==> src/rtl/qtab_pkg.sv <==
package qtab_pkg;

  // bytes in the fixed part of the table
  localparam int unsigned QT_HDR_LEN = 29;
  // upper bound on erase regions the table can describe
  localparam int unsigned QT_MAX_REGIONS = 4;
  // bytes in one region descriptor
  localparam int unsigned QT_DESC_LEN = 4;

  localparam logic [7:0] QT_SIG0 = 8'h51;
  localparam logic [7:0] QT_SIG1 = 8'h52;
  localparam logic [7:0] QT_SIG2 = 8'h59;

  // descriptor word: low half = blocks-1, high half = size/256;
  // byte 0 of the descriptor is bits 7:0
  function automatic logic [31:0] qt_desc_word(input logic [31:0] blocks,
                                               input logic [31:0] bytes);
    logic [31:0] cnt_m1;
    logic [31:0] units;
    cnt_m1 = blocks - 32'd1;
    units  = bytes >> 8;
    return {units[15:0], cnt_m1[15:0]};
  endfunction

  // first address past the table
  function automatic int unsigned qt_window_end(input int unsigned base,
                                                input int unsigned nreg);
    return base + QT_HDR_LEN + QT_DESC_LEN * nreg;
  endfunction

endpackage

==> src/rtl/qtab_window.sv <==
module qtab_window
  import qtab_pkg::*;
#(
  parameter int unsigned ADDR_W      = 16,
  parameter int unsigned BASE_ADDR   = 16,
  parameter int unsigned NUM_REGIONS = 2,
  localparam int unsigned HI_W = $clog2(QT_HDR_LEN),
  localparam int unsigned RI_W = $clog2(QT_DESC_LEN * QT_MAX_REGIONS)
) (
  input  logic              clk,
  input  logic              rst_n,
  input  logic              query_mode,
  input  logic [ADDR_W-1:0] addr,
  output logic              in_hdr,
  output logic              in_reg,
  output logic [HI_W-1:0]   hdr_idx,
  output logic [RI_W-1:0]   reg_idx
);

  localparam int unsigned END_ADDR = qt_window_end(BASE_ADDR, NUM_REGIONS);
  localparam int unsigned HDR_END  = BASE_ADDR + QT_HDR_LEN;

  logic [31:0] addr_w;
  logic [31:0] off_hdr;
  logic [31:0] off_reg;

  assign addr_w  = 32'(addr);
  assign off_hdr = addr_w - BASE_ADDR;
  assign off_reg = off_hdr - QT_HDR_LEN;

  assign in_hdr  = query_mode && (addr_w >= BASE_ADDR) && (addr_w < HDR_END);
  assign in_reg  = query_mode && (addr_w >= HDR_END) && (addr_w < END_ADDR);
  assign hdr_idx = off_hdr[HI_W-1:0];
  assign reg_idx = off_reg[RI_W-1:0];


  window_excl_chk: assert property (@(posedge clk) disable iff (!rst_n)
    !(in_hdr && in_reg));


  window_mode_chk: assert property (@(posedge clk) disable iff (!rst_n)
    !query_mode |-> !(in_hdr || in_reg));

endmodule

==> src/rtl/qtab_header_rom.sv <==
module qtab_header_rom
  import qtab_pkg::*;
#(
  parameter logic [15:0] PRI_ID      = 16'h0A03,
  parameter logic [15:0] PRI_ADR     = 16'h0031,
  parameter logic [15:0] ALT_ID      = 16'h0C02,
  parameter logic [15:0] ALT_ADR     = 16'h0042,
  parameter logic [31:0] VOLTAGES    = 32'h9B12_3627,
  parameter logic [63:0] TIMEOUTS    = 64'h0F0A_0908_0403_0201,
  parameter logic [7:0]  DEV_LOG2    = 8'h16,
  parameter logic [15:0] IFACE       = 16'h0002,
  parameter logic [15:0] BUF_LOG2    = 16'h0006,
  parameter int unsigned NUM_REGIONS = 2,
  localparam int unsigned HI_W = $clog2(QT_HDR_LEN)
) (
  input  logic [HI_W-1:0] idx,
  output logic [7:0]      byte_out
);

  localparam int unsigned PAD_BITS = (2 ** HI_W) * 8;

  // byte 0 of the table sits in bits 7:0
  localparam logic [QT_HDR_LEN*8-1:0] HDR = {
    8'(NUM_REGIONS), BUF_LOG2, IFACE, DEV_LOG2, TIMEOUTS, VOLTAGES,
    ALT_ADR, ALT_ID, PRI_ADR, PRI_ID, QT_SIG2, QT_SIG1, QT_SIG0
  };

  localparam logic [PAD_BITS-1:0] HDR_PAD = PAD_BITS'(HDR);

  assign byte_out = HDR_PAD[{idx, 3'b000} +: 8];

endmodule

==> src/rtl/qtab_region_rom.sv <==
module qtab_region_rom
  import qtab_pkg::*;
#(
  parameter int unsigned NUM_REGIONS = 2,
  parameter logic [32*QT_MAX_REGIONS-1:0] REGION_BLOCKS =
    {32'd0, 32'd0, 32'd63, 32'd8},
  parameter logic [32*QT_MAX_REGIONS-1:0] REGION_BYTES =
    {32'd0, 32'd0, 32'd65536, 32'd8192},
  localparam int unsigned RI_W = $clog2(QT_DESC_LEN * QT_MAX_REGIONS)
) (
  input  logic [RI_W-1:0] idx,
  output logic [7:0]      byte_out
);

  logic [QT_MAX_REGIONS-1:0][31:0] desc;

  for (genvar g = 0; g < QT_MAX_REGIONS; g++) begin : g_desc
    if (g < NUM_REGIONS) begin : g_used
      assign desc[g] = qt_desc_word(REGION_BLOCKS[32*g +: 32],
                                    REGION_BYTES[32*g +: 32]);
    end else begin : g_unused
      assign desc[g] = 32'd0;
    end
  end

  logic [31:0] sel_word;
  assign sel_word = desc[idx[RI_W-1:2]];
  assign byte_out = sel_word[{idx[1:0], 3'b000} +: 8];

endmodule

==> src/rtl/qtab_read_port.sv <==
module qtab_read_port
  import qtab_pkg::*;
#(
  parameter int unsigned ADDR_W      = 16,
  parameter int unsigned BUS_W       = 16,
  parameter int unsigned BASE_ADDR   = 16,
  parameter logic [15:0] PRI_ID      = 16'h0A03,
  parameter logic [15:0] PRI_ADR     = 16'h0031,
  parameter logic [15:0] ALT_ID      = 16'h0C02,
  parameter logic [15:0] ALT_ADR     = 16'h0042,
  parameter logic [31:0] VOLTAGES    = 32'h9B12_3627,
  parameter logic [63:0] TIMEOUTS    = 64'h0F0A_0908_0403_0201,
  parameter logic [7:0]  DEV_LOG2    = 8'h16,
  parameter logic [15:0] IFACE       = 16'h0002,
  parameter logic [15:0] BUF_LOG2    = 16'h0006,
  parameter int unsigned NUM_REGIONS = 2,
  parameter logic [32*QT_MAX_REGIONS-1:0] REGION_BLOCKS =
    {32'd0, 32'd0, 32'd63, 32'd8},
  parameter logic [32*QT_MAX_REGIONS-1:0] REGION_BYTES =
    {32'd0, 32'd0, 32'd65536, 32'd8192}
) (
  input  logic              clk,
  input  logic              rst_n,
  input  logic              query_mode,
  input  logic              rd_en,
  input  logic [ADDR_W-1:0] rd_addr,
  input  logic [BUS_W-1:0]  alt_data,
  output logic [BUS_W-1:0]  rd_data,
  output logic              rd_valid,
  output logic              rd_hit
);

  localparam int unsigned HI_W     = $clog2(QT_HDR_LEN);
  localparam int unsigned RI_W     = $clog2(QT_DESC_LEN * QT_MAX_REGIONS);
  localparam int unsigned END_ADDR = qt_window_end(BASE_ADDR, NUM_REGIONS);

  logic            in_hdr;
  logic            in_reg;
  logic [HI_W-1:0] hdr_idx;
  logic [RI_W-1:0] reg_idx;
  logic [7:0]      hdr_byte;
  logic [7:0]      reg_byte;
  logic            table_hit;
  logic [7:0]      table_byte;

  qtab_window #(
    .ADDR_W(ADDR_W), .BASE_ADDR(BASE_ADDR), .NUM_REGIONS(NUM_REGIONS)
  ) u_window (
    .clk(clk), .rst_n(rst_n), .query_mode(query_mode), .addr(rd_addr),
    .in_hdr(in_hdr), .in_reg(in_reg), .hdr_idx(hdr_idx), .reg_idx(reg_idx)
  );

  qtab_header_rom #(
    .PRI_ID(PRI_ID), .PRI_ADR(PRI_ADR), .ALT_ID(ALT_ID), .ALT_ADR(ALT_ADR),
    .VOLTAGES(VOLTAGES), .TIMEOUTS(TIMEOUTS), .DEV_LOG2(DEV_LOG2),
    .IFACE(IFACE), .BUF_LOG2(BUF_LOG2), .NUM_REGIONS(NUM_REGIONS)
  ) u_header (
    .idx(hdr_idx), .byte_out(hdr_byte)
  );

  qtab_region_rom #(
    .NUM_REGIONS(NUM_REGIONS), .REGION_BLOCKS(REGION_BLOCKS),
    .REGION_BYTES(REGION_BYTES)
  ) u_region (
    .idx(reg_idx), .byte_out(reg_byte)
  );

  assign table_hit  = in_hdr || in_reg;
  assign table_byte = in_hdr ? hdr_byte : reg_byte;

  always_ff @(posedge clk) begin
    if (!rst_n) begin
      rd_data  <= '0;
      rd_valid <= 1'b0;
      rd_hit   <= 1'b0;
    end else begin
      rd_valid <= rd_en;
      rd_hit   <= rd_en && table_hit;
      if (rd_en) begin
        rd_data <= table_hit ? BUS_W'(table_byte) : alt_data;
      end
    end
  end


  upper_lane_zero_chk: assert property (@(posedge clk) disable iff (!rst_n)
    rd_hit |-> (rd_data >> 8) == '0);


  signature_q_chk: assert property (@(posedge clk) disable iff (!rst_n)
    rd_en && query_mode && (32'(rd_addr) == BASE_ADDR) |=>
      rd_hit && rd_data[7:0] == QT_SIG0);


  below_window_chk: assert property (@(posedge clk) disable iff (!rst_n)
    rd_en && (32'(rd_addr) < BASE_ADDR) |=>
      !rd_hit && rd_data == $past(alt_data));


  above_window_chk: assert property (@(posedge clk) disable iff (!rst_n)
    rd_en && (32'(rd_addr) >= END_ADDR) |=>
      !rd_hit && rd_data == $past(alt_data));


  mode_off_chk: assert property (@(posedge clk) disable iff (!rst_n)
    rd_en && !query_mode |=> !rd_hit && rd_data == $past(alt_data));


  valid_follow_chk: assert property (@(posedge clk) disable iff (!rst_n)
    !rd_en |=> !rd_valid && !rd_hit);

endmodule

==> config.mk <==
export PLATFORM = sky130hd
export DESIGN_NAME = qtab_read_port
export DESIGN_NICKNAME = d
export VERILOG_FILES = /design/src/rtl/qtab_pkg.sv /design/src/rtl/qtab_window.sv /design/src/rtl/qtab_header_rom.sv /design/src/rtl/qtab_region_rom.sv /design/src/rtl/qtab_read_port.sv
export SDC_FILE = /design/constraint.sdc
export NUM_CORES = 1
export LEC_CHECK = 0
export BUFFER_PORTS_ARGS = -buffer_cell sky130_fd_sc_hd__buf_2
export CORE_MARGIN = 2
export CORE_UTILIZATION = 44
export DETAILED_ROUTE_END_ITERATION = 10
export GPL_TIMING_DRIVEN = 1
export PLACE_DENSITY = 0.76
export SETUP_SLACK_MARGIN = 0.2
export SYNTH_ARGS = -nofsm -noshare
export SYNTH_HDL_FRONTEND = slang
export SYNTH_SLANG_ARGS = --single-unit
==> constraint.sdc <==
create_clock -name clk -period 2.18 [get_ports clk]
set_clock_uncertainty 0.2 [all_clocks]
set_input_delay 0.436 -clock clk [delete_from_list [all_inputs] [get_ports clk]]
set_output_delay 0.436 -clock clk [all_outputs]
set_load 0.005 [all_outputs]
# Yosys cells after proc, flatten, opt, wreduce, memory -nomap -nowiden
# Index checks and enable logic that the tools add are counted.
[classes]
n_mul = 0
n_mux = 4
shift = 2
n_eq_ne = 0
addsub = 2
n_bitwise = 0
n_lt_le_gt_ge = 5
reduce_logical = 6
div = 0
[op_table]
columns = ["op", "count"]
rows = [
  ["variable part select 256 x 9 -> 8 bit (first input constant)", 1],
  ["binary-select mux 32 bit (select 2 bit)", 1],
  ["less-than comparator 16 x 6 -> 1 bit (second input constant)", 2],
  ["2-to-1 mux 32 bit", 1],
  ["variable part select 32 x 6 -> 8 bit", 1],
  [">= comparator 16 x 5 -> 1 bit (second input constant)", 1],
  [">= comparator 16 x 6 -> 1 bit (second input constant)", 1],
  ["2-to-1 mux 16 bit", 1],
  ["2-to-1 mux 8 bit", 1],
  ["logical AND 1 bit", 5],
  ["subtractor 5 bit (second input constant)", 1],
  ["subtractor 4 bit (second input constant)", 1],
  ["less-than comparator 2 x 3 -> 1 bit (second input constant)", 1],
  ["logical OR 1 bit", 1],
]
[word_totals]
latchBits = 0
elab_cells = 22
romBits = 0
in_bits = 36
regBits = 18
n_memories = 0
ram_bits = 0

# Longest topological paths before layout
# Gate-level depths: netlist of the first run.
[logic_depth]
ltp_word = 7
depth_mapped = 9
ltp_nobuf = 7

# By module
# Synthesis of the first run repeated with hierarchy kept, for this count alone.
[hier_totals]
cells_unflattened = 180
area_unflattened_um2 = 1574.0
[by_module_without_submodules]
columns = ["mod", "area_each_um2", "seq_area_each_um2", "n_inst", "cells_each"]
rows = [
  ["qtab_read_port", 910.9, 360.3, 1, 86],
  ["qtab_header_rom", 406.6, 0.0, 1, 56],
  ["qtab_window", 181.4, 0.0, 1, 26],
  ["qtab_region_rom", 75.1, 0.0, 1, 12],
]

# Least setup slack after synthesis of the first run
# OpenSTA, ideal clock, no wires.
[synth_path]
path_kind = "in2reg"
from = "input port rd_addr[0]"
to = "register rd_data[0]"
cell_stages = 9
setup_slack_ns = -0.074
n_path_buf = 2
arrival_time_ns = 1.984
setup_ns = 0.070
required_ns = 1.910
cell_sequence = "clkbuf_1 inv_1 ha_1 buf_6 or3_1 a21o_1 a21oi_1 a311oi_1 o2bb2ai_1"
[synth_between]
elab_chain_len = 7
[synth_rtl]
columns = ["element", "line_no", "source"]
rows = [
  ["start: declaration", "qtab_read_port.sv:26", "input logic [ADDR_W-1:0] rd_addr,"],
  ["subtractor 5 bit", "qtab_window.sv:28", "assign off_hdr = addr_w - BASE_ADDR;"],
  ["subtractor 4 bit", "qtab_window.sv:29", "assign off_reg = off_hdr - QT_HDR_LEN;"],
  ["binary-select mux 32 bit (select 2 bit)", "qtab_region_rom.sv:27", "assign sel_word = desc[idx[RI_W-1:2]];"],
  ["2-to-1 mux 32 bit (implied by the code)", "qtab_region_rom.sv:27", ""],
  ["variable part select 32 x 6 -> 8 bit", "qtab_region_rom.sv:28", "assign byte_out = sel_word[{idx[1:0], 3'b000} +: 8];"],
  ["2-to-1 mux 8 bit", "qtab_read_port.sv:69", "assign table_byte = in_hdr ? hdr_byte : reg_byte;"],
  ["2-to-1 mux 16 bit (*)", "qtab_read_port.sv:80", "rd_data <= table_hit ? BUS_W'(table_byte) : alt_data;"],
  ["end signal: assignment", "qtab_read_port.sv:80", ""],
  ["end: declaration", "qtab_read_port.sv:28", "output logic [BUS_W-1:0] rd_data,"],
]
# Every way passes the cells marked *; elsewhere a longest branch is shown, timed or not. The select of a mux whose other input is x is not followed.
# A chain may end at the register's enable or synchronous reset.

# Final worst setup path of the first run
[layout_path]
from = "input port rd_addr[0]"
to = "register rd_data[1]"
# The elaborated chain is that of the path after synthesis.

==> impl_metrics.json, run 1 <==
{
  "final_period_minus_worst_setup_slack_ns": 1.866,
  "run_status": "finished, final reports clean",
  "max_clock_freq_mhz": 535.9,
  "critical_path_peak_fanout": 12,
  "synth_async_sr_flop_share_pct": 0,
  "grt_antenna_before_repair": 0,
  "num_antenna_cells": 0,
  "power_switching_share_pct": 30.39,
  "hpwl_um": 2791,
  "power_frac_seq_pct": 47.7,
  "netlist_instances": 175,
  "relative_contribution_of_combinational_cells_to_total_power_pct": 30.9,
  "dr.pass1.iters": 4,
  "final_min_period_over_clock_period_pct": 85.59,
  "post-place-ws_ns": 0.02165,
  "rows": 20,
  "seq_total_area_yosys_pct": 25.62,
  "switching_power_mw": 0.2272,
  "top_usage_layer": "met2",
  "synth_seq_cells": 18,
  "grt_first_pass_wirelength_um": 5651,
  "first_global_vias": 1227,
  "clockRootBuffer": "clkbuf_4",
  "final_common_cell": "buf_2",
  "drv.max_cap_violation_count": 0,
  "cts_inserted_buffers": 3,
  "groute.layer.met3.usage_pct": 4.264,
  "rsz0062_at_grt": "no",
  "chipHeight_um": 60.54,
  "vdd_drop_max_mv": 0.3465,
  "globalRouteOverflowTotal": 0,
  "setup-violations-final": 0,
  "finalPower_mw": 0.7478,
  "synth.mux.area_fraction_pct": 4.982,
  "cts.htree.levels": 1,
  "synth-simple-area-share_pct": 26.16,
  "avgSynthCellArea_sq_um": 8.036,
  "finish.cell_count_without_fillers": 269,
  "cts.sink_count": 18,
  "synth_flop_cell": "dfxtp_1",
  "critPathArrivalTime_ns": 1.88,
  "place_inst": 266,
  "timing.final.max_slew_violations": 0,
  "power_leakage_nw": 0.8073,
  "synthXorXnorAreaFrac_pct": 2.402,
  "met2_usage_grt_pct": 31.99,
  "library_cells_used_by_synthesis": 54,
  "postLayoutCellArea_sq_um": 1735,
  "internal_power_mw": 0.5205,
  "global_route.usage.met1_pct": 28.91,
  "fillerInstances": 326,
  "synth_compound_gate_area_share_pct": 27.22,
  "drt-wirelength-per-cell_um": 13.45,
  "clk_pin_slew_ns": 0.10,
  "hold_class": "primary input to flop",
  "floorplan.initialDensity_pct": 46.07,
  "cp-end-kind": "flop",
  "syn_area_sq_um": 1406,
  "die_width_um": 60.54,
  "design.die.area_sq_um": 3664,
  "maxSlewHeadroom_pct": 73.11,
  "final_antenna_net_count": 0,
  "gr-usage-all-layers_pct": 19.84,
  "cts.repair_timing.setup_buffer_count": 0,
  "top_level_ports": 54,
  "setup.worst_path.class": "primary input to flop",
  "drc_violations_left": 0,
  "yosys.area_share.adder_pct": 4.448,
  "area_growth_syn_to_layout_pct": 23.40,
  "synth_enable_flop_cells": 0,
  "postLayoutSetupSlackWorst_ns": 0.3141,
  "detailedRoute.firstIterationViolations": 69,
  "clock_tree_from_tritoncts": "done",
  "ff2ff_setup_slack_ns": 1.27,
  "final_layout_size_suffix_gt1_share_pct": 34.22,
  "fin_setup_tns_ns": 0,
  "core_region_area_sq_um": 3053,
  "route.detailed.vias_per_inst": 5.461,
  "cts.path.max_buffers": 2,
  "via_count": 1469,
  "place_congestion": 0.8855,
  "i_o_buffers": 53,
  "placedInstanceArea_sq_um": 1712,
  "layout_common_cells": "buf_2, nand2_1, a21oi_1, dfxtp_1, nand3_1",
  "clkPwrFrac_pct": 21.4,
  "timing.critical_path.required_ns": 2.19,
  "grt_max_degree": 20,
  "routed_wl_um": 3618,
  "power_density_nw_per_um2": 430.9,
  "ys.warnings.count": 0,
  "synth_top_family_by_area": "compound AO/OA/AOI/OAI gates",
  "mappedNetlistNets": 216,
  "tightest_slew_ns": 0.4029,
  "critical_path.startpoint_type": "primary input",
  "timing.final.hold_violations": 0,
  "clock_insertion_delay_worst_skew_ns": 0.28,
  "design.final.nets": 268
}
-- per-stage QoR --
step / hold WS (ns) / util, %
floorplan: 0.2575 / -
global placement: 0.2493 / 56.07
detailed placement: 0.2522 / 56.07
CTS: 0.1821 / 56.80
global route: 0.1940 / 56.84
finish: 0.1839 / 56.84
-- path summary, 6_finish.rpt --
| kind | start | endpoint | cells past startpoint |
|---|---|---|---|
| worst max-delay path | rd_addr[0] | rd_data[1]$_SDFFE_PN0P_ | 8 |
| worst min-delay path | alt_data[2] | rd_data[2]$_SDFFE_PN0P_ | 3 |
| worst max register to register | rd_data[5]$_SDFFE_PN0P_ | rd_data[5]$_SDFFE_PN0P_ | 2 |
| worst min register to register | rd_data[12]$_SDFFE_PN0P_ | rd_data[12]$_SDFFE_PN0P_ | 2 |
-- state kept, by name, indices dropped and copies added, names as in the netlist --
name      count
rd_data      16
rd_hit        1
rd_valid      1
-- cell families (layout without fill, tap and decap cells) --
family                     Yosys count  in the layout
AOI/OAI and AO/OA                   54             54
buffers and inverters               21             71
xor gates and xnor gates             3              3
DFF                                 18             18
muxes                                7              7
and+or+nand+nor                     67             67
adders and majority gates            5              5
-- Yosys cell counts (2+ instances only) --
master	number	area [sq um]
a21o_1	2	15.01
a21oi_1	18	90.09
a31oi_1	2	12.51
buf_2	4	20.02
buf_6	2	22.52
clkbuf_1	7	26.28
dfxtp_1	18	360.4
ha_1	5	62.56
inv_1	5	18.77
mux2i_1	7	70.07
nand2_1	21	78.83
nand3_1	15	75.07
nand4_1	2	12.51
nor2_1	8	30.03
nor2b_1	2	12.51
nor3_1	2	10.01
nor4_1	2	12.51
o211a_1	3	30.03
o211ai_1	2	15.01
o21ai_0	7	35.03
o21bai_1	2	15.01
o221ai_1	3	26.28
o22ai_1	2	12.51
o2bb2ai_1	2	17.52
or3_1	3	18.77
-- layer usage --
layer  share of wire (%)  vias up  wire [um]
li1                    -      746          -
met1                  47      664       1692
met2                  46       59       1680
met3                 6.8        0        246
met4                   0        0          0
met5                   0        -          0
-- timing repair --
| action | 4_1_cts | 5_1_grt |
|---|---|---|
| endpoints found under the setup margin | 0 | 1 |
| hold buffers | 0 | 0 |
| gates resized for setup | 0 | 1 |
-- power by group through the flow --
stage | clock [mW] | sequential [mW] | combinational, mW
floorplan | 0 | 0.366 | 0.153
global placement | 0 | 0.364 | 0.228
detailed placement | 0 | 0.364 | 0.230
CTS | 0.161 | 0.357 | 0.231
global route | 0.178 | 0.358 | 0.257
finish | 0.160 | 0.356 | 0.231
-- worst max-delay path: stages --
cell and delay (ns):
buf_2 0.20, inv_8 0.05, ha_4 0.20, nor2b_2 0.16, nor3_2 0.21, o211ai_4 0.15
o211a_1 0.27, a211oi_2 0.19
-- final cells by class --
class / instances / area (sq um) / share of cell area, %
multi-input combinational: 136 / 930.9 / 53.64
sequential: 18 / 360.3 / 20.76
timing repair buffer: 63 / 340.3 / 19.61
tap: 44 / 55.05 / 3.172
inverter: 5 / 26.28 / 1.514
clock buffer: 3 / 22.52 / 1.298
Power figures use the tool's default switching activity.
==> run 2: changes to the inputs <==
--- a/config.mk
+++ b/config.mk
@@ -6,11 +6,13 @@
 export NUM_CORES = 1
 export LEC_CHECK = 0
 export BUFFER_PORTS_ARGS = -buffer_cell sky130_fd_sc_hd__buf_2
+export CELL_PAD_IN_SITES_DETAIL_PLACEMENT = 0
+export CELL_PAD_IN_SITES_GLOBAL_PLACEMENT = 1
 export CORE_MARGIN = 2
-export CORE_UTILIZATION = 44
+export CORE_UTILIZATION = 31
 export DETAILED_ROUTE_END_ITERATION = 10
 export GPL_TIMING_DRIVEN = 1
-export PLACE_DENSITY = 0.76
+export PLACE_DENSITY_LB_ADDON = 0.1
 export SETUP_SLACK_MARGIN = 0.2
 export SYNTH_ARGS = -nofsm -noshare
 export SYNTH_HDL_FRONTEND = slang
==> run 2 against run 1 <==
Via count rose by 0.88%. Critical path type unchanged. Clock power up 41%. First-iteration DRC count up 32%. Wire length is 13% higher. Fmax shrank 1.9%.
==> impl_metrics.json, run 2 (synthesis results as in run 1) <==
{
  "gr-usage-all-layers_pct": 16.17,
  "multiInputGateArea_sq_um": 932.1,
  "run_status": "finished, final reports clean",
  "floorplan.initialDensity_pct": 32.30,
  "postLayoutSetupSlackWorst_ns": 0.2778,
  "cts.repair_timing.setup_buffer_count": 0,
  "timing.final.hold_violations": 0,
  "clockRootBuffer": "clkbuf_8",
  "internal_power_mw": 0.5800,
  "power_frac_seq_pct": 43.6,
  "chipHeight_um": 71.36,
  "final_min_period_over_clock_period_pct": 87.26,
  "critical_path.startpoint_type": "primary input",
  "core_region_area_sq_um": 4354,
  "detailedRoute.firstIterationViolations": 91,
  "power_density_nw_per_um2": 462.8,
  "layout_common_cells": "buf_2, nand2_1, a21oi_1, dfxtp_1, nand3_1",
  "design.die.area_sq_um": 5092,
  "rsz0062_at_grt": "yes",
  "cp_num_buf_inv": 2,
  "cp-end-kind": "flop",
  "dr.pass1.iters": 4,
  "critical-path-slowest-cell": "ha_2",
  "critPathArrivalTime_ns": 1.87,
  "cts.htree.levels": 1,
  "grt_max_degree": 18,
  "count_of_cells_along_the_worst_register_to_register_path": 2,
  "setup.worst_path.class": "primary input to flop",
  "power_leakage_nw": 0.8092,
  "max_clock_freq_mhz": 525.7,
  "clk_pin_slew_ns": 0.06,
  "timing.final.max_slew_violations": 0,
  "drv.max_cap_violation_count": 0,
  "holdPathStages": 3,
  "grt_antenna_before_repair": 0,
  "seqCellArea_sq_um": 360.3,
  "rows": 24,
  "place_congestion": 0.8010,
  "critical_path_peak_fanout": 7,
  "final_layout_size_suffix_gt1_share_pct": 34.08,
  "cp_cell_sequence": "buf_2 > inv_1 > ha_2 > nor2b_2 > nor3_2 > o211ai_4 > o211a_1 > a211oi_2",
  "post-place-ws_ns": -0.02616,
  "clock_insertion_delay_worst_skew_ns": 0.25,
  "final_period_minus_worst_setup_slack_ns": 1.902,
  "die_width_um": 71.36,
  "hold_class": "primary input to flop",
  "cts.sink_count": 18,
  "top_level_ports": 54,
  "relative_contribution_of_combinational_cells_to_total_power_pct": 28.8,
  "i_o_buffers": 53,
  "vdd_drop_max_mv": 0.2713,
  "drt-wirelength-per-cell_um": 14.93,
  "first_global_vias": 1421,
  "worst-path-stages": 8,
  "timing.critical_path.required_ns": 2.15,
  "route.detailed.vias_per_inst": 5.389,
  "grt_first_pass_wirelength_um": 6741,
  "biggestRegsByFlops": "rd_data: 16 flops, rd_hit: 1 flops, rd_valid: 1 flops",
  "area_growth_syn_to_layout_pct": 25.53,
  "routed_wl_um": 4105,
  "cts_inserted_buffers": 3,
  "maxSlewHeadroom_pct": 70.62,
  "num_antenna_cells": 0,
  "final_common_cell": "buf_2",
  "post-route-util_pct": 40.55,
  "tightest_slew_ns": 0.4402,
  "slowest_delay_ns": 0.30,
  "clock_tree_from_tritoncts": "done",
  "setup-violations-final": 0,
  "hpwl_um": 3228,
  "largest_register_ffs": 16,
  "switching_power_mw": 0.2370,
  "max_flop_register": "rd_data",
  "final_antenna_net_count": 0,
  "power_switching_share_pct": 29.01,
  "globalRouteOverflowTotal": 0,
  "path_delay_family": "compound AO/OA/AOI/OAI gates",
  "clkPwrFrac_pct": 27.5,
  "via_count": 1482,
  "fillerInstances": 457,
  "design.final.nets": 266,
  "cts.path.max_buffers": 2,
  "drc_violations_left": 0
}
## run 2: cell types whose count changed in the layout (fill, tap and decap cells not counted)
cell,change
ha_2,+1
a2111oi_0,+1
buf_4,-3
ha_1,-1
buf_2,-1
a2111oi_1,-1
clkbuf_8,+3
clkbuf_4,-2
buf_12,+1
## run 2: routing by layer
metal	track usage, %	part of all wire [%]	up-vias
met5	0	0	-
met2	26.85	48	46
li1	-	-	737
met1	21.36	46	695
met4	3.354	0.76	0
met3	3.938	5.5	4
## run 2: what timing repair did
item,CTS,global route
endpoints found under the hold margin,0,0
hold buffers,0,0
endpoints found under the setup margin,0,4
gates resized for setup,0,2
## run 2: final timing paths
path                            slack (ns)                        to                      from
worst max register to register        1.26   rd_data[5]$_SDFFE_PN0P_   rd_data[5]$_SDFFE_PN0P_
worst min register to register        0.26  rd_data[12]$_SDFFE_PN0P_  rd_data[12]$_SDFFE_PN0P_
worst min-delay path                  0.23   rd_data[2]$_SDFFE_PN0P_               alt_data[2]
worst max-delay path                  0.28   rd_data[1]$_SDFFE_PN0P_                rd_addr[1]
## run 2: final cells by class
cell class,count,area share [%]
repair buffers,61,19.28
clock buffers,3,2.339
inverters,5,1.488
multi-input cells,136,52.80
flip-flops and latches,18,20.41
well taps,52,3.685
## run 2: power by group through the flow
stage | logic (mW) | clock network (mW) | registers [mW]
3_3_place_gp | 0.233 | 0 | 0.363
6_report | 0.236 | 0.225 | 0.356
3_5_place_dp | 0.235 | 0 | 0.364
4_1_cts | 0.236 | 0.236 | 0.356
5_1_grt | 0.261 | 0.256 | 0.359
2_1_floorplan | 0.153 | 0 | 0.366
## run 2: per-stage QoR
stage / hold WS [ns] / instance area (sq um) / total power [mW] / setup TNS, ns / cells
finish: 0.2291 / 1765 / 0.8170 / 0 / 275
global route: 0.2242 / 1765 / 0.8758 / 0 / 275
CTS: 0.2203 / 1760 / 0.8291 / 0 / 275
detailed placement: 0.2493 / 1719 / 0.5987 / -0.02616 / 272
global placement: 0.2467 / 1719 / 0.5959 / 0 / 272
floorplan: 0.2575 / 1448 / 0.5182 / 0 / 175
## run 2: worst register-to-register path, delay by kind of cell (launching register included)
kind,cells,cell delay [ns]
DFF,1,0.31
AOI/OAI and AO/OA,2,0.28
==> run 3: changes to the inputs <==
--- a/config.mk
+++ b/config.mk
@@ -9,10 +9,10 @@
 export CELL_PAD_IN_SITES_DETAIL_PLACEMENT = 0
 export CELL_PAD_IN_SITES_GLOBAL_PLACEMENT = 1
 export CORE_MARGIN = 2
-export CORE_UTILIZATION = 31
+export CORE_UTILIZATION = 34
 export DETAILED_ROUTE_END_ITERATION = 10
 export GPL_TIMING_DRIVEN = 1
-export PLACE_DENSITY_LB_ADDON = 0.1
+export PLACE_DENSITY = 0.77
 export SETUP_SLACK_MARGIN = 0.2
 export SYNTH_ARGS = -nofsm -noshare
 export SYNTH_HDL_FRONTEND = slang
==> constraint.sdc (replaced) <==
create_clock -name clk -period 1.9 [get_ports clk]
set_clock_uncertainty 0.2 [all_clocks]
set_input_delay 0.38 -clock clk [delete_from_list [all_inputs] [get_ports clk]]
set_output_delay 0.38 -clock clk [all_outputs]
set_load 0.005 [all_outputs]
==> run 3 against run 2 <==
Via count rose by 2.5%. Wire length down 7.3%. Design area up 11%. Die area is 8.3% lower. First-iteration DRC count is 32% lower. Worst hold slack lost 0.067 ns. Global-route usage grew 0.13 points.
==> impl_metrics.json, run 3 (synthesis results as in run 1) <==
{
  "run_status": "finished, final reports clean",
  "endpoint_of_the_worst_hold_path": "rd_data[2]$_SDFFE_PN0P_",
  "cts.path.max_buffers": 2,
  "count_of_cells_along_the_worst_register_to_register_path": 2,
  "cts.htree.levels": 1,
  "max_clock_freq_mhz": 593.0,
  "layout_common_cells": "buf_2, buf_4, nand2_1, dfxtp_1, a21oi_1",
  "drt-wirelength-per-cell_um": 13.08,
  "area_growth_syn_to_layout_pct": 39.95,
  "clock_tree_from_tritoncts": "done",
  "final_antenna_net_count": 0,
  "post-place-ws_ns": -0.1433,
  "critical-path-slowest-cell": "or3_1",
  "maxSlewHeadroom_pct": 78.25,
  "cp_cell_sequence": "buf_12 > inv_8 > ha_4 > buf_6 > or3_1 > a21o_1 > o211a_1 > a21oi_2",
  "setup.worst_path.class": "primary input to flop",
  "drv.max_cap_violation_count": 0,
  "critPathArrivalTime_ns": 1.67,
  "grt_max_degree": 15,
  "core_region_area_sq_um": 4000,
  "placedInstanceArea_sq_um": 1851,
  "timing.final.hold_violations": 0,
  "final_period_minus_worst_setup_slack_ns": 1.686,
  "place_congestion": 0.7976,
  "power_density_nw_per_um2": 496.5,
  "worst_hold_startpoint": "alt_data[2]",
  "cp_num_buf_inv": 3,
  "final_min_period_over_clock_period_pct": 88.76,
  "setup-violations-final": 0,
  "vdd_drop_max_mv": 0.4520,
  "cts_inserted_buffers": 3,
  "reg2reg_to": "rd_data[5]$_SDFFE_PN0P_",
  "rsz0062_at_grt": "yes",
  "chipHeight_um": 68.32,
  "final_layout_size_suffix_gt1_share_pct": 42.32,
  "fillerInstances": 421,
  "globalRouteOverflowTotal": 0,
  "routed_wl_um": 3806,
  "max_flop_register": "rd_data",
  "design.die.area_sq_um": 4667,
  "postLayoutSetupSlackWorst_ns": 0.2135,
  "top_level_ports": 54,
  "timing.final.max_slew_violations": 0,
  "first_global_vias": 1300,
  "holdPathStages": 3,
  "setup.worst_path.start": "rd_addr[0]",
  "design.final.nets": 284,
  "final_common_cell": "buf_2",
  "rows": 23,
  "via_count": 1519,
  "dr.pass1.iters": 4,
  "detailedRoute.firstIterationViolations": 62,
  "power_leakage_nw": 0.9143,
  "cp-end-kind": "flop",
  "die_width_um": 68.32,
  "slowest_delay_ns": 0.30,
  "critical_path.reg2reg.startpoint": "rd_data[5]$_SDFFE_PN0P_",
  "hpwl_um": 3058,
  "largest_register_ffs": 16,
  "drc_violations_left": 0,
  "num_antenna_cells": 0,
  "seqCellArea_sq_um": 360.3,
  "critical_path_peak_fanout": 7,
  "ff2ff_setup_slack_ns": 0.99,
  "gr-usage-all-layers_pct": 16.30,
  "grt_first_pass_wirelength_um": 5913,
  "grt_antenna_before_repair": 0,
  "timing.critical_path.required_ns": 1.89,
  "path_delay_family": "compound AO/OA/AOI/OAI gates",
  "clock_insertion_delay_worst_skew_ns": 0.25,
  "biggestRegsByFlops": "rd_data: 16 flops, rd_hit: 1 flops, rd_valid: 1 flops",
  "postLayoutCellArea_sq_um": 1968,
  "i_o_buffers": 53,
  "multiInputGateArea_sq_um": 973.4,
  "clk_pin_slew_ns": 0.06,
  "cts.sink_count": 18,
  "tightest_slew_ns": 0.3254,
  "hold_class": "primary input to flop",
  "critical_path.startpoint_type": "primary input",
  "route.detailed.vias_per_inst": 5.220,
  "floorplan.initialDensity_pct": 35.16,
  "clockRootBuffer": "clkbuf_8"
}
## run 3: repair_timing
item                                    in CTS  in global routing
setup buffers                                3                  0
hold buffers                                 0                  0
resized for setup                           10                  7
endpoints found under the setup margin       6                  6
pin swaps                                    4                  1
## run 3: worst max-delay path by stage
stage                         endpoint  slack, ns  cells past startpoint
4_1_cts        rd_data[3]$_SDFFE_PN0P_       0.20                      8
6_report       rd_data[3]$_SDFFE_PN0P_       0.21                      8
3_5_place_dp   rd_data[1]$_SDFFE_PN0P_      -0.14                      8
2_1_floorplan  rd_data[0]$_SDFFE_PN0P_      -0.06                      9
5_1_grt        rd_data[5]$_SDFFE_PN0P_       0.17                      9
3_3_place_gp   rd_data[0]$_SDFFE_PN0P_      -0.11                      8
## run 3: cell type report
type	count	area share [%]
flip-flops and latches	18	18.31
well taps	50	3.179
multi-input cells	136	49.46
repair buffers	79	25.49
inverters	5	1.462
clock buffers	3	2.098
## run 3: per-stage QoR
stage	power, mW	instances	hold slack (ns)	utilization [%]	setup TNS, ns
floorplan	0.5989	175	0.2575	-	-0.06245
global placement	0.7083	285	0.2449	46.26	-0.4656
detailed placement	0.7098	285	0.2480	46.26	-0.6965
CTS	0.9805	291	0.1569	48.51	0
global route	1.043	291	0.1606	49.20	0
finish	0.9771	291	0.1624	49.20	0
## run 3: report_power, final
| group | leakage, nW | internal (mW) | switching [mW] | total, mW |
|---|---|---|---|---|
| Clock | 0.0216 | 0.141 | 0.116 | 0.257 |
| Sequential | 0.149 | 0.399 | 0.0101 | 0.409 |
| Combinational | 0.744 | 0.159 | 0.152 | 0.311 |
| Total | 0.914 | 0.699 | 0.278 | 0.977 |
## run 3: tightest hold or removal path, cell delays in order
cell and delay [ns]:
buf_2 0.09, nand2_1 0.04, a21oi_1 0.05
## run 3: metal layers
layer  routed length, um  global-route usage (%)
met4                   0                   1.500
met5                   0                       0
met2                1798                   26.21
met1                1843                   23.37
met3                 163                   2.961
